$ cat config.mk
export PLATFORM = sky130hd
export DESIGN_NAME = por_sequencer
export DESIGN_NICKNAME = d
export VERILOG_FILES = /design/src/rtl/por_pkg.sv /design/src/rtl/por_cond_sync.sv /design/src/rtl/por_hold_timer.sv /design/src/rtl/por_out_stage.sv /design/src/rtl/por_sequencer.sv
export SDC_FILE = /design/constraint.sdc
export NUM_CORES = 1
export LEC_CHECK = 0
export ABC_AREA = 0
export BUFFER_PORTS_ARGS = -buffer_cell sky130_fd_sc_hd__buf_4
export CORE_AREA = 2 2 42 51
export CTS_BUF_LIST = sky130_fd_sc_hd__clkbuf_4 sky130_fd_sc_hd__clkbuf_8 sky130_fd_sc_hd__clkbuf_16
export DETAILED_ROUTE_END_ITERATION = 8
export DIE_AREA = 0 0 44 53
export PLACE_DENSITY = 0.69
export REMOVE_ABC_BUFFERS = 1
export SLEW_MARGIN = 40
export SYNTH_ARGS = -nofsm -noshare
export SYNTH_HDL_FRONTEND = slang
export SYNTH_SLANG_ARGS = --single-unit
export TNS_END_PERCENT = 30
$ cat constraint.sdc
create_clock -name clk -period 1.8 [get_ports clk]
set_clock_uncertainty 0.1 [all_clocks]
set_input_delay 0.36 -clock clk [delete_from_list [all_inputs] [get_ports clk]]
set_output_delay 0.36 -clock clk [all_outputs]
set_load 0.01 [all_outputs]
$ cat src/rtl/por_pkg.sv
package por_pkg;
   typedef enum logic [1:0] {
      PIN_FLOAT = 2'b00,
      PIN_LOW   = 2'b01,
      PIN_HIGH  = 2'b10
   } pin_mode_e;
endpackage

$ cat src/rtl/por_cond_sync.sv
module por_cond_sync #(
   parameter int STAGES = 2
) (
   input  logic clk,
   input  logic cond_ok,
   output logic sync_ok
);
   logic [STAGES-1:0] chain;

   generate
      if (STAGES < 2) begin : g_bad_stages
         $error("por_cond_sync: STAGES must be at least 2");
      end
      for (genvar g = 0; g < STAGES; g++) begin : g_stage
         always_ff @(posedge clk or negedge cond_ok) begin
            if (!cond_ok) chain[g] <= 1'b0;
            else if (g == 0) chain[g] <= 1'b1;
            else chain[g] <= chain[(g == 0) ? 0 : g-1];
         end
      end
   endgenerate

   assign sync_ok = chain[STAGES-1];
endmodule

$ cat src/rtl/por_hold_timer.sv
module por_hold_timer #(
   parameter int DELAY = 60000
) (
   input  logic clk,
   input  logic arst_n,
   input  logic go,
   output logic done
);
   localparam int CW = (DELAY > 1) ? $clog2(DELAY) : 1;
   localparam logic [CW-1:0] LAST = CW'(DELAY - 1);

   logic [CW-1:0] cnt;

   generate
      if (DELAY < 1) begin : g_bad_delay
         $error("por_hold_timer: DELAY must be at least 1");
      end
   endgenerate

   always_ff @(posedge clk or negedge arst_n) begin
      if (!arst_n) begin
         cnt  <= '0;
         done <= 1'b0;
      end else if (go && !done) begin
         if (cnt == LAST) done <= 1'b1;
         else cnt <= cnt + 1'b1;
      end
   end
endmodule

$ cat src/rtl/por_out_stage.sv
module por_out_stage
   import por_pkg::*;
(
   input  logic ext_rst_n,
   input  logic released,
   output logic core_rst,
   output logic pins_tz,
   output logic drive_lo,
   output logic drive_hi
);
   pin_mode_e mode;

   always_comb begin
      if (!ext_rst_n) mode = PIN_LOW;
      else if (!released) mode = PIN_FLOAT;
      else mode = PIN_HIGH;
   end

   assign drive_lo = (mode == PIN_LOW);
   assign drive_hi = (mode == PIN_HIGH);
   assign core_rst = !released;
   assign pins_tz  = !released;
endmodule

$ cat src/rtl/por_sequencer.sv
module por_sequencer #(
   parameter int DELAY       = 60000,
   parameter int SYNC_STAGES = 2
) (
   input  logic clk,
   input  logic supply_ok,
   input  logic osc_run,
   input  logic ext_rst_n,
   input  logic bus_rst,
   output logic core_rst,
   output logic rstout_lo_en,
   output logic rstout_hi_en,
   output logic pins_tz
);
   logic all_ok;
   logic sync_ok;
   logic released;

   assign all_ok = supply_ok & osc_run & ext_rst_n;

   por_cond_sync #(.STAGES(SYNC_STAGES)) u_sync (
      .clk     (clk),
      .cond_ok (all_ok),
      .sync_ok (sync_ok)
   );

   por_hold_timer #(.DELAY(DELAY)) u_timer (
      .clk    (clk),
      .arst_n (all_ok),
      .go     (sync_ok),
      .done   (released)
   );

   por_out_stage u_out (
      .ext_rst_n (ext_rst_n),
      .released  (released),
      .core_rst  (core_rst),
      .pins_tz   (pins_tz),
      .drive_lo  (rstout_lo_en),
      .drive_hi  (rstout_hi_en)
   );
endmodule

==> flow_summary.json, run 1 <==
{
  "cts_max_level": 1,
  "grt_pass1_wl_um": 2790,
  "hold_viol": 0,
  "cp-start-kind": "flop",
  "die-area_sq_mm": 0.00233,
  "reg2reg_depth": 5,
  "cts_root_buf": "clkbuf_4",
  "outcome": "finished, violations left",
  "coreArea_sq_mm": 0.00183,
  "antenna_found_initial": 0,
  "layout_common_cells": "buf_4 (23), dfrtp_1 (19), xnor2_1 (13)",
  "diodes": 0,
  "synth_cell_types": 24,
  "synthCells": 81,
  "io_pins": 9,
  "via_per_inst": 5.33,
  "dr.pass1.iters": 3,
  "setup_viol": 6,
  "synth_area_sq_um": 871,
  "wl_per_cell_um": 13.6,
  "leakagePower_nw": 0.511,
  "drive_above_1_share": 0.314,
  "finish.utilization": 0.609,
  "grt_usage": 0.169,
  "power.density_mw_per_mm2": 994,
  "cap_violations": 0,
  "design_area_sq_mm": 0.00111,
  "hold_path_class": "in2async",
  "cts.clk_slew.worst_paths_ns": 0.10,
  "detailed_place.area_sq_mm": 0.00102,
  "drv_slew": 0,
  "period_minus_slack_ns": 1.87,
  "dpl.hpwl_um": 1170,
  "synth_edf_count": 0,
  "rr_endpoint": "u_timer.cnt[1]",
  "ys_warn_count": 0,
  "critPathLaunch": "u_timer.cnt[5]",
  "die_width_um": 44,
  "grt_max_degree": 20,
  "cts.sinks": 19,
  "gp_congestion": 0.746,
  "yosysTopAreaCellShare": 0.546,
  "route.detailed.drc": 0,
  "worstReg2RegStart": "u_timer.cnt[5]",
  "postSynthAreaPerCell_sq_um": 10.8,
  "nNetsFinal": 112,
  "numCtsBuffers": 3,
  "worstPathRequired_ns": 1.89,
  "initial_core_util": 0.476,
  "fmax_mhz": 535,
  "crit_fanout": 2,
  "ir_drop_uv": 600,
  "clk_latency_ns": 0.30,
  "rsz0062_at_grt": "yes",
  "yosysSeqAreaShare": 0.546,
  "rrSetupSlack_ns": -0.07,
  "core.rowCount": 17,
  "fin_ws_ns": -0.0704,
  "first_global_vias": 677,
  "area_growth_pct": 28.0,
  "port_buffers": 7,
  "hold_ws_ns": 0.0294,
  "cp-end-kind": "flop",
  "path_class": "reg2reg",
  "total_power_mw": 1.11,
  "routed-via-count": 661,
  "die_y_um": 53,
  "synthFlopType": "dfrtp_1",
  "ant_nets": 0,
  "yosys.area.top_type": "dfrtp_1",
  "yosys-top-cells-area": "dfrtp_1 (55%), xnor2_1 (13%), nand4_1 (5.0%)",
  "post-route-period-util": 1.04,
  "overflow": 0,
  "violations": "setup timing",
  "arrival_ns": 1.96,
  "ys_ff_latch": 19,
  "cts_tree": "yes",
  "final_common_cell": "buf_4",
  "ctsLongestPathBuffers": 2,
  "async_reset_ff_frac": 1.00,
  "wl_um": 1680,
  "drt-initial-drc-count": 6
}
[per-stage QoR]
| stage | instances | TNS, ns | worst slack (ns) |
|---|---|---|---|
| detailed placement | 116 | -0.307 | -0.0852 |
| global route | 124 | -0.592 | -0.130 |
| finish | 124 | -0.170 | -0.0704 |
| floorplan | 78 | 0 | 0.0196 |
| global placement | 116 | -0.118 | -0.0366 |
| CTS | 120 | -0.0619 | -0.0365 |
[critical path, stage by stage, from the launching register on]
cell	delay (ns)
dfrtp_1	0.39
or3_4	0.39
buf_4	0.15
nor4_4	0.33
nor2_2	0.07
mux2_1	0.31
[logic make-up (layout without fill, tap and decap cells)]
| group | after synthesis | after routing | share of synthesized area |
|---|---|---|---|
| and+or+nand+nor | 39 | 39 | 0.244 |
| muxes | 1 | 1 | 0.0129 |
| adders and majority gates | 1 | 1 | 0.0144 |
| buffers and inverters | 5 | 29 | 0.0273 |
| DFF | 19 | 19 | 0.546 |
| other | 1 | 1 | 0.00431 |
| xor gates and xnor gates | 15 | 15 | 0.151 |
[worst max-delay path by stage]
stage	to
5_1_grt	u_timer.cnt[1]
2_1_floorplan	u_timer.cnt[10]
4_1_cts	u_timer.cnt[1]
3_3_place_gp	u_timer.cnt[10]
6_report	u_timer.cnt[1]
3_5_place_dp	u_timer.cnt[10]
[cells in the mapped netlist, types with 2 or more instances]
library cell and count:
dfrtp_1 19, xnor2_1 13, nand2_1 8, nand4_1 7
nand3_1 5, nor2_1 4, nor3_1 3, and3_1 2
inv_1 2, nand4b_1 2, or3_1 2, xor2_1 2
[registers in the layout, summed over array words and instances, names as in the netlist]
name	count
u_timer.cnt	16
u_sync.chain	1
u_sync.sync_ok	1
u_timer.done	1
[final cells by class]
| class | count | area (sq um) |
|---|---|---|
| clock buffer | 4 | 30.0 |
| multi-input combinational | 57 | 405 |
| inverter | 2 | 7.51 |
| timing repair buffer | 23 | 173 |
| sequential | 19 | 475 |
| tap | 19 | 23.8 |
| fill | 143 | 714 |
[power breakdown]
part / internal (mW) / leakage (nW) / switching (mW)
sequential: 0.503 / 0.253 / 0.0553
clock: 0.102 / 0.0184 / 0.126
combinational: 0.185 / 0.239 / 0.137
total: 0.790 / 0.511 / 0.319
[per-layer routing]
layer	wire (um)	GRT usage	vias to the layer above
met2	935	0.301	6
li1	-	-	328
met5	0	0	-
met1	682	0.187	322
met4	40	0.0909	0
met3	25	0.0307	5
[what timing repair did]
| item | 4_1_cts | 5_1_grt |
|---|---|---|
| buffers inserted | 0 | 4 |
| endpoints found under the hold margin | 0 | 0 |
| gates resized for setup | 1 | 6 |
| setup endpoints to repair | 9 | 10 |
| hold buffers | 0 | 0 |
| pin swaps | 0 | 9 |
Note: power is estimated with default switching activity, not from simulation.
==> run 2, diff against run 1 <==
--- a/config.mk
+++ b/config.mk
@@ -13,6 +13,7 @@
 export DIE_AREA = 0 0 44 53
 export PLACE_DENSITY = 0.69
 export REMOVE_ABC_BUFFERS = 1
+export SETUP_SLACK_MARGIN = 0.15
 export SLEW_MARGIN = 40
 export SYNTH_ARGS = -nofsm -noshare
 export SYNTH_HDL_FRONTEND = slang
==> constraint.sdc (replaced) <==
create_clock -name clk -period 1.8 [get_ports clk]
set_clock_uncertainty 0.1 [all_clocks]
set_input_delay 0.36 -clock clk [delete_from_list [all_inputs] [get_ports clk]]
set_output_delay 0.36 -clock clk [all_outputs]
set_load 0.05 [all_outputs]
==> run 2 against run 1 <==
Against the previous run:
- the flow still finishes with violations (setup timing)
- cell area is 2.4% higher
- count of clock-buffer cells in the layout stayed put
- maximum frequency is 2.4% higher
- utilization is 1.4 points higher
==> flow_summary.json, run 2 (synthesized netlist as in run 1, its figures left out) <==
{
  "io_pins": 9,
  "diodes": 0,
  "drive_above_1_share": 0.352,
  "grt_usage": 0.176,
  "coreArea_sq_mm": 0.00183,
  "period_minus_slack_ns": 1.83,
  "via_per_inst": 5.40,
  "cp-end-kind": "flop",
  "port_buffers": 7,
  "largest_register_ffs": 16,
  "critPathLaunch": "u_timer.cnt[5]",
  "wl_um": 1680,
  "regMostFlops": "u_timer.cnt",
  "setup_viol": 2,
  "routed-via-count": 669,
  "crit_fanout": 7,
  "dpl.hpwl_um": 1170,
  "violations": "setup timing",
  "die_width_um": 44,
  "grt_max_degree": 20,
  "die-area_sq_mm": 0.00233,
  "antenna_found_initial": 0,
  "outcome": "finished, violations left",
  "leakagePower_nw": 0.519,
  "die_y_um": 53,
  "overflow": 0,
  "drv_slew": 0,
  "power.density_mw_per_mm2": 1040,
  "first_global_vias": 695,
  "hold_path_class": "in2async",
  "fillers": 145,
  "cts_max_level": 1,
  "cap_violations": 0,
  "final_common_cell": "buf_4",
  "layout_common_cells": "buf_4 (23), dfrtp_1 (19), xnor2_1 (12)",
  "ant_nets": 0,
  "post-route-period-util": 1.01,
  "drt-initial-drc-count": 5,
  "path_class": "reg2reg",
  "reg2reg_depth": 4,
  "clk_latency_ns": 0.30,
  "fin_ws_ns": -0.0258,
  "wl_per_cell_um": 13.6,
  "design_area_sq_mm": 0.00114,
  "rrSetupSlack_ns": -0.03,
  "grt_pass1_wl_um": 2920,
  "arrival_ns": 1.95,
  "nNetsFinal": 112,
  "detailed_place.area_sq_mm": 0.00102,
  "place_ws_ns": -0.0852,
  "fmax_mhz": 548,
  "worstReg2RegStart": "u_timer.cnt[5]",
  "hold_viol": 0,
  "numCtsBuffers": 3,
  "dr.pass1.iters": 2,
  "core.rowCount": 17,
  "cp-start-kind": "flop",
  "worstPathRequired_ns": 1.92,
  "area_growth_pct": 31.0,
  "rsz0062_at_grt": "yes",
  "route.detailed.drc": 0,
  "ir_drop_uv": 636,
  "rr_endpoint": "u_timer.cnt[10]",
  "cts_tree": "yes",
  "cts.sinks": 19,
  "hold_buffers": 0,
  "finalSetupTns_ns": -0.0294,
  "cts.clk_slew.worst_paths_ns": 0.11,
  "cts_root_buf": "clkbuf_4",
  "gp_congestion": 0.746,
  "initial_core_util": 0.476,
  "ctsLongestPathBuffers": 2
}
run 2: cell counts in the layout (fill, tap and decap cells not counted):
Identical to the previous run, type by type.
run 2: repair_timing:
item | in CTS | in global routing
setup endpoints to repair | 10 | 15
pin swaps | 7 | 6
buffers inserted | 3 | 1
gates resized for setup | 3 | 9
run 2: layout make-up:
| cell class | instances | area (sq um) | share of cell area |
|---|---|---|---|
| Timing Repair Buffer | 23 | 173 | 0.151 |
| Clock buffer | 4 | 30.0 | 0.0263 |
| Sequential cell | 19 | 475 | 0.417 |
| Inverter | 2 | 7.51 | 0.00658 |
| Multi-Input combinational cell | 57 | 432 | 0.378 |
| Tap cell | 19 | 23.8 | 0.0208 |
run 2: routing by layer:
layer  GRT usage  up-vias  part of all wire
li1            -      327                 -
met1       0.200      329              0.42
met2       0.301        6              0.52
met3      0.0307        7             0.016
met4       0.111        0             0.039
met5           0        -                 0
run 2: worst max-delay path by stage:
stage | depth (start not counted) | end
after global placement | 5 | u_timer.cnt[10]
final | 4 | u_timer.cnt[10]
after floorplan | 2 | rstout_hi_en
after global routing | 4 | u_timer.cnt[10]
after CTS | 4 | u_timer.cnt[10]
after detailed placement | 5 | u_timer.cnt[10]
run 2: critical path, cell delays in order (launching register included):
cell,delay (ns)
dfrtp_1,0.39
or3_4,0.39
or4_4,0.59
nand4_1,0.14
xnor2_1,0.13
run 2: power breakdown:
| group | leakage [nW] | switching, mW | internal [mW] |
|---|---|---|---|
| clock network | 0.0184 | 0.130 | 0.102 |
| registers | 0.253 | 0.0614 | 0.503 |
| logic | 0.248 | 0.155 | 0.232 |
run 2: stage by stage:
| step | std cells | util | power, mW | hold slack (ns) |
|---|---|---|---|---|
| 4_1_cts | 123 | 0.595 | 1.11 | 0.0430 |
| 2_1_floorplan | 78 | - | 0.713 | 0.231 |
| 6_report | 124 | 0.624 | 1.18 | 0.0231 |
| 3_3_place_gp | 116 | 0.558 | 0.830 | 0.244 |
| 3_5_place_dp | 116 | 0.558 | 0.846 | 0.252 |
| 5_1_grt | 124 | 0.624 | 1.26 | 0.0642 |
